`config.mk`:
```
export PLATFORM = sky130hd
export DESIGN_NAME = wave_timer8
export DESIGN_NICKNAME = d
export VERILOG_FILES = /design/src/rtl/wave_timer8_pkg.sv /design/src/rtl/wave_timer8_counter.sv /design/src/rtl/wave_timer8_compare.sv /design/src/rtl/wave_timer8_wave.sv /design/src/rtl/wave_timer8.sv
export SDC_FILE = /design/constraint.sdc
export NUM_CORES = 1
export LEC_CHECK = 0
export BUFFER_PORTS_ARGS = -buffer_cell sky130_fd_sc_hd__buf_2
export CORE_MARGIN = 4
export CORE_UTILIZATION = 55
export DETAILED_ROUTE_END_ITERATION = 12
export HOLD_SLACK_MARGIN = 0.06
export PLACE_DENSITY = 0.77
export RECOVER_POWER = 50
export SYNTH_ARGS = -nofsm -noshare
export SYNTH_HDL_FRONTEND = slang
export SYNTH_SLANG_ARGS = --single-unit
export TNS_END_PERCENT = 10
```
`constraint.sdc`:
```
create_clock -name clk -period 5.4 [get_ports clk]
set_input_delay 1.08 -clock clk [delete_from_list [all_inputs] [get_ports clk]]
set_output_delay 1.08 -clock clk [all_outputs]
set_load 0.03 [all_outputs]
```
`src/rtl/wave_timer8_pkg.sv`:
```
package wave_timer8_pkg;

  localparam int DW     = 8;
  localparam int CS_W   = 3;
  localparam int N_TAPS = (1 << CS_W) - 1;
  localparam int AW     = 2;

  localparam logic [AW-1:0] A_CTRL = 2'd0;
  localparam logic [AW-1:0] A_CMP  = 2'd1;
  localparam logic [AW-1:0] A_CNT  = 2'd2;

  localparam int B_FORCE = 7;
  localparam int B_WGM0  = 6;
  localparam int B_COM1  = 5;
  localparam int B_COM0  = 4;
  localparam int B_WGM1  = 3;

  typedef enum logic [1:0] {
    MODE_NORMAL = 2'd0,
    MODE_PCPWM  = 2'd1,
    MODE_CTC    = 2'd2,
    MODE_FPWM   = 2'd3
  } mode_e;

  typedef enum logic [1:0] {
    COM_OFF    = 2'd0,
    COM_TOGGLE = 2'd1,
    COM_CLEAR  = 2'd2,
    COM_SET    = 2'd3
  } com_e;

  typedef struct packed {
    logic          down;
    logic [DW-1:0] val;
  } cnt_state_t;

  function automatic mode_e decode_mode(logic [DW-1:0] c);
    return mode_e'({c[B_WGM1], c[B_WGM0]});
  endfunction

  function automatic logic is_pwm(mode_e m);
    return (m == MODE_PCPWM) || (m == MODE_FPWM);
  endfunction

  function automatic logic tap_pick(logic [N_TAPS-1:0] taps, logic [CS_W-1:0] cs);
    if (cs == '0) return 1'b0;
    return taps[cs - 1'b1];
  endfunction

  function automatic logic nonpwm_level(com_e c, logic cur);
    case (c)
      COM_TOGGLE: return ~cur;
      COM_CLEAR:  return 1'b0;
      COM_SET:    return 1'b1;
      default:    return cur;
    endcase
  endfunction

  // One counter step taken on an enabled tick.
  function automatic cnt_state_t step_count(mode_e m, cnt_state_t s, logic match);
    cnt_state_t n;
    n.down = (m == MODE_PCPWM) ? s.down : 1'b0;
    n.val  = s.val + 1'b1;
    if (m == MODE_CTC && match) begin
      n.val = '0;
    end else if (m == MODE_PCPWM) begin
      if (!s.down) begin
        if (s.val == '1) begin
          n.val  = s.val - 1'b1;
          n.down = 1'b1;
        end
      end else if (s.val == '0) begin
        n.down = 1'b0;
      end else begin
        n.val = s.val - 1'b1;
      end
    end
    return n;
  endfunction

  // Waveform level after one cycle of events.
  function automatic logic wave_next(mode_e m, com_e c, logic cur,
                                     logic match, logic down, logic wrap);
    logic n;
    n = cur;
    case (m)
      MODE_NORMAL, MODE_CTC: begin
        if (match) n = nonpwm_level(c, cur);
      end
      MODE_FPWM: begin
        if (wrap) begin
          if (c == COM_CLEAR)    n = 1'b1;
          else if (c == COM_SET) n = 1'b0;
        end else if (match) begin
          if (c == COM_CLEAR)    n = 1'b0;
          else if (c == COM_SET) n = 1'b1;
        end
      end
      default: begin
        if (match) begin
          if (c == COM_CLEAR)    n = down;
          else if (c == COM_SET) n = ~down;
        end
      end
    endcase
    return n;
  endfunction

endpackage

```
`src/rtl/wave_timer8_counter.sv`:
```
module wave_timer8_counter
  import wave_timer8_pkg::*;
(
  input  logic          clk,
  input  logic          rst_n,
  input  logic          tick,
  input  mode_e         mode,
  input  logic [DW-1:0] cmp_act,
  input  logic          load,
  input  logic [DW-1:0] load_val,
  output logic [DW-1:0] cnt,
  output logic          down,
  output logic          step,
  output logic          ev_match,
  output logic          ev_wrap,
  output logic          ev_ovf,
  output logic          ev_top
);

  logic       blk_q;
  logic       at_max;
  logic       at_zero;
  cnt_state_t cur_s;
  cnt_state_t nxt_s;

  assign at_max   = (cnt == '1);
  assign at_zero  = (cnt == '0);
  assign step     = tick & ~load;
  assign ev_match = step & ~blk_q & (cnt == cmp_act);
  assign ev_wrap  = step & at_max & (mode != MODE_PCPWM);
  assign ev_ovf   = (mode == MODE_PCPWM) ? (step & down & at_zero) : ev_wrap;
  assign ev_top   = step & at_max & ~down & is_pwm(mode);

  assign cur_s.down = down;
  assign cur_s.val  = cnt;

  always_comb begin
    nxt_s.down = (mode == MODE_PCPWM) ? down : 1'b0;
    nxt_s.val  = cnt;
    if (load) begin
      nxt_s.val = load_val;
    end else if (step) begin
      nxt_s = step_count(mode, cur_s, ev_match);
    end
  end

  always_ff @(posedge clk) begin
    if (!rst_n) begin
      cnt   <= '0;
      down  <= 1'b0;
      blk_q <= 1'b0;
    end else begin
      cnt  <= nxt_s.val;
      down <= nxt_s.down;
      if (load)      blk_q <= 1'b1;
      else if (step) blk_q <= 1'b0;
    end
  end

endmodule

```
`src/rtl/wave_timer8_compare.sv`:
```
module wave_timer8_compare
  import wave_timer8_pkg::*;
(
  input  logic          clk,
  input  logic          rst_n,
  input  logic          pwm,
  input  logic          ev_top,
  input  logic          wr,
  input  logic [DW-1:0] wdata,
  output logic [DW-1:0] cmp_buf,
  output logic [DW-1:0] cmp_act
);

  always_ff @(posedge clk) begin
    if (!rst_n) begin
      cmp_buf <= '0;
      cmp_act <= '0;
    end else begin
      if (wr) cmp_buf <= wdata;
      if (!pwm)        cmp_act <= wr ? wdata : cmp_buf;
      else if (ev_top) cmp_act <= cmp_buf;
    end
  end

endmodule

```
`src/rtl/wave_timer8_wave.sv`:
```
module wave_timer8_wave
  import wave_timer8_pkg::*;
(
  input  logic  clk,
  input  logic  rst_n,
  input  mode_e mode,
  input  com_e  com,
  input  logic  ev_match,
  input  logic  down,
  input  logic  ev_wrap,
  input  logic  force_hit,
  input  com_e  force_com,
  output logic  wave
);

  logic wave_nx;

  always_comb begin
    if (force_hit) wave_nx = nonpwm_level(force_com, wave);
    else           wave_nx = wave_next(mode, com, wave, ev_match, down, ev_wrap);
  end

  always_ff @(posedge clk) begin
    if (!rst_n) wave <= 1'b0;
    else        wave <= wave_nx;
  end

endmodule

```
`src/rtl/wave_timer8.sv`:
```
module wave_timer8
  import wave_timer8_pkg::*;
(
  input  logic              clk,
  input  logic              rst_n,
  input  logic [N_TAPS-1:0] tick_taps,
  input  logic              bus_we,
  input  logic [AW-1:0]     bus_addr,
  input  logic [DW-1:0]     bus_wdata,
  output logic [DW-1:0]     bus_rdata,
  output logic              wave_out,
  output logic              wave_oe,
  output logic              ovf_flag,
  output logic              cmp_flag
);

  logic [DW-2:0]   ctrl_q;
  mode_e           mode;
  com_e            com;
  logic [CS_W-1:0] cs_sel;
  logic            tick;
  logic            pwm;

  logic            ctrl_wr;
  logic            cmp_wr;
  logic            cnt_wr;
  logic            force_hit;
  com_e            force_com;

  logic [DW-1:0]   cnt_q;
  logic            down;
  logic            step;
  logic            ev_match;
  logic            ev_wrap;
  logic            ev_ovf;
  logic            ev_top;
  logic [DW-1:0]   cmp_buf;
  logic [DW-1:0]   cmp_act;

  assign mode   = decode_mode({1'b0, ctrl_q});
  assign com    = com_e'(ctrl_q[B_COM1:B_COM0]);
  assign cs_sel = ctrl_q[CS_W-1:0];
  assign pwm    = is_pwm(mode);
  assign tick   = tap_pick(tick_taps, cs_sel);

  assign ctrl_wr   = bus_we & (bus_addr == A_CTRL);
  assign cmp_wr    = bus_we & (bus_addr == A_CMP);
  assign cnt_wr    = bus_we & (bus_addr == A_CNT);
  assign force_com = com_e'(bus_wdata[B_COM1:B_COM0]);
  assign force_hit = ctrl_wr & bus_wdata[B_FORCE] & ~is_pwm(decode_mode(bus_wdata));

  always_ff @(posedge clk) begin
    if (!rst_n) begin
      ctrl_q   <= '0;
      ovf_flag <= 1'b0;
      cmp_flag <= 1'b0;
    end else begin
      if (ctrl_wr) ctrl_q <= bus_wdata[DW-2:0];
      ovf_flag <= ev_ovf;
      cmp_flag <= ev_match;
    end
  end

  wave_timer8_counter u_counter (
    .clk      (clk),
    .rst_n    (rst_n),
    .tick     (tick),
    .mode     (mode),
    .cmp_act  (cmp_act),
    .load     (cnt_wr),
    .load_val (bus_wdata),
    .cnt      (cnt_q),
    .down     (down),
    .step     (step),
    .ev_match (ev_match),
    .ev_wrap  (ev_wrap),
    .ev_ovf   (ev_ovf),
    .ev_top   (ev_top)
  );

  wave_timer8_compare u_compare (
    .clk     (clk),
    .rst_n   (rst_n),
    .pwm     (pwm),
    .ev_top  (ev_top),
    .wr      (cmp_wr),
    .wdata   (bus_wdata),
    .cmp_buf (cmp_buf),
    .cmp_act (cmp_act)
  );

  wave_timer8_wave u_wave (
    .clk       (clk),
    .rst_n     (rst_n),
    .mode      (mode),
    .com       (com),
    .ev_match  (ev_match),
    .down      (down),
    .ev_wrap   (ev_wrap),
    .force_hit (force_hit),
    .force_com (force_com),
    .wave      (wave_out)
  );

  assign wave_oe = (com != COM_OFF);

  always_comb begin
    case (bus_addr)
      A_CTRL:  bus_rdata = {1'b0, ctrl_q};
      A_CMP:   bus_rdata = cmp_buf;
      A_CNT:   bus_rdata = cnt_q;
      default: bus_rdata = '0;
    endcase
  end

endmodule

```
==> impl_metrics.csv <==
group,metric,value,unit
run_status,status,"finished clean",
clocking,path_clk_slew,0.07,ns
global_route,grt_max_degree,27,
sta,final.setup.worst_slack,1.81,ns
pwr,p_per_area,252,nW/µm²
global_route,grt_antenna_before_repair,0,
logic_synthesis,synthArstFlopShare,0,
layout,multiInputGateArea,1510,µm²
logic_synthesis,synth_edf_count,0,
pwr,ir_drop,0.160,mV
logic_synthesis,synth_top_area_share,0.308,
pwr,total_power,0.000656,W
clocking,cts_buffers,5,
placed_design,port_buffers,31,
floorplanning,fp.dieW,73.2,µm
clocking,hold_buffers,0,
setup_path,max_stage_delay,0.67,ns
sta,tns,0,ns
drt,drt_iter0_drc,179,
setup_path,arrival,2.51,ns
clocking,clock_latency,0.29,ns
floorplanning,core_area,4060,µm²
sta,setup_viol,0,
setup_path,worstSetupPathType,"in2out",
placed_design,placed_cell_area,2500,µm²
setup_path,cp_slowest_cell,"nor2b_1",
logic_synthesis,synth_most_common_cell,"dfxtp_1",
layout,insertedDiodeCount,0,
clocking,clkSinkCount,36,
global_route,grt_usage,0.250,
layout,fillCellCount,373,
sta,finalCritPeriodShare,0.665,
layout,area_growth,11.6,%
pwr,p_int,0.000479,W
sta,relSlewSlack,0.383,
floorplanning,num_rows,23,
sta,rsz0062_at_grt,"false",
floorplanning,die-height,73.2,µm
drt,dr.pass1.iters,7,
setup_path,worst_setup_path_end_kind,"output port",
pwr,switching_power,0.000177,W
drt,drc,0,
setup_path,ff2ff_path_depth,9,
min_path,min_path_cells,2,
floorplanning,dieArea,5360,µm²
min_path,min_from,"u_counter.blk_q",
sta,fin_crit,3.59,ns
sta,fin_worst_skew,0.00368,ns
clocking,cts_buffer_depth,2,
drt,avgViaCountPerCell,6.39,
pwr,pwr-share-clk,0.402,
clocking,postCtsSetupRepairBufs,0,
setup_path,r2r_setup_slack,2.26,ns
sta,hold_violations,0,
pwr,pwr-share-seq,0.439,
logic_synthesis,synth.cell_area,2340,µm²
layout,seqCellArea,721,µm²
logic_synthesis,yosysWarnings,0,
sta,worstMarginPinSlew,0.923,ns
layout,design_area,2610,µm²
setup_path,startpoint_type,"input pin",
clocking,htreeDepth,2,
pwr,swShare,0.270,
pwr,combPwrFrac,0.159,
sta,maxSlewViolCount,0,
run,cap_violations,0,
drt,antenna_left,0,
logic_synthesis,post-synth-top-area-cell,"dfxtp_1",
setup_path,crit_path_cell_trace,"clkbuf_1 > nor2b_1 > nand2_1 > o21ai_0 > buf_2",
floorplanning,boundaryPins,32,
logic_synthesis,ys_types,56,
logic_synthesis,synthFlopType,"dfxtp_1",
logic_synthesis,ys_ff_latch,36,
clocking,cts_tree,"done",
logic_synthesis,yosysSeqAreaShare,0.308,
setup_path,r2r-start,"ctrl_q[0]",
setup_path,critical_path.max_fanout,11,
logic_synthesis,synth_area_leaders,"dfxtp_1, mux2i_1, mux2_2",
clocking,cts_root_buf,"clkbuf_8",
drt,vias,2237,
logic_synthesis,avgSynthCellArea,8.50,µm²
logic_synthesis,syn-instance-count,275,
layout,drive_above_1_share,0.167,
logic_synthesis,synth_fp_nets,301,
setup_path,r2r-end,"u_compare.cmp_act[0]",
pwr,p_leak,1.03,nW
clocking,post_cts_resized,0,
min_path,hold_path_class,"reg2reg",
min_path,min_to,"u_counter.blk_q",
sta,max_freq,279,MHz
placed_design,post-place-ws,2.02,ns
setup_path,required,4.32,ns
placed_design,gp_congestion,0.982,
floorplanning,start_util,0.576,
global_route,grt_pass1_wl,10300,µm
drt,totalWireLength,6380,µm
global_route,overflow,0,
logic_synthesis,synth_common_cells,"dfxtp_1, nor2_1, mux2i_1",
layout,finalNetCount,325,
drt,detail_route.wl_per_cell,18.2,µm
global_route,first_global_vias,2091,
placed_design,dp_hpwl,4540,µm
[state kept, by name, summed over array words and instances, names as in the netlist]
name and flops:
u_compare.cmp_act 8, u_compare.cmp_buf 8, u_counter.cnt 8, ctrl_q 7, cmp_flag 1, ovf_flag 1, u_counter.blk_q 1, u_counter.down 1
u_wave.wave 1
[cells in the final DEF (no fill, tap or decap), drive strengths merged, types with 5 or more instances in the layout]
master	count
nand2	20
buf	27
nand3	7
ha	6
nor2	25
mux2i	23
mux2	9
nor4	5
a211oi	12
xor2	10
clkbuf	13
inv	8
and2	11
a21oi	12
o21ai	18
dfxtp	36
nor3	5
[metrics by stage]
stage                     utilization  std cells  hold WS (ns)
after floorplan                     -        275         0.455
after global placement          0.617        342         0.471
after detailed placement        0.617        342         0.474
after CTS                       0.648        350         0.490
after global routing            0.643        350         0.510
final                           0.643        350         0.495
[routing by layer]
metal / part of all wire / vias to the layer above / global-route usage / wire, µm
met4: 0.020 / 0 / 0.0738 / 125
met5: 0 / - / 0 / 0
li1: - / 1050 / - / -
met1: 0.44 / 1076 / 0.330 / 2800
met3: 0.089 / 15 / 0.0661 / 566
met2: 0.45 / 96 / 0.397 / 2880
[cells by family (layout without fill, tap and decap cells)]
group / Yosys count / in the layout / synth area share
simple gates: 91 / 91 / 0.211
compound gates: 72 / 72 / 0.216
flops: 36 / 36 / 0.308
mux: 32 / 32 / 0.142
buf+inv: 25 / 50 / 0.0423
xor+xnor: 13 / 13 / 0.0487
fa+ha+maj: 6 / 6 / 0.0321
[worst max-delay path, delay by kind of cell]
family                 cells  cell delay [ns]
and+or+nand+nor            2             0.79
buffers and inverters      2             0.54
AOI/OAI and AO/OA          1             0.11
[worst max path at each step]
stage	start	endpoint	slack, ns	cells past startpoint
after floorplan	bus_addr[0]	bus_rdata[6]	2.24	3
after global placement	bus_addr[1]	bus_rdata[0]	2.05	5
after detailed placement	bus_addr[1]	bus_rdata[6]	2.02	5
after CTS	bus_addr[1]	bus_rdata[6]	2.02	5
after global routing	bus_addr[0]	bus_rdata[0]	1.70	5
final	bus_addr[0]	bus_rdata[0]	1.81	5
[final cells by class]
type | instances | share of cell area
Inverter | 9 | 0.0129
Sequential cell | 36 | 0.276
Tap cell | 50 | 0.0240
Clock inverter | 1 | 0.0115
Multi-Input combinational cell | 214 | 0.577
Clock buffer | 7 | 0.0369
Timing Repair Buffer | 33 | 0.0614
[power by group through the flow]
stage / logic, W / clock network, W / registers, W
final: 0.000105 / 0.000264 / 0.000288
after global routing: 0.000115 / 0.000275 / 0.000289
after CTS: 0.000105 / 0.000267 / 0.000287
after detailed placement: 0.000104 / 0 / 0.000294
after global placement: 0.000102 / 0 / 0.000293
after floorplan: 0.0000785 / 0 / 0.000288
Power figures use the tool's default switching activity.
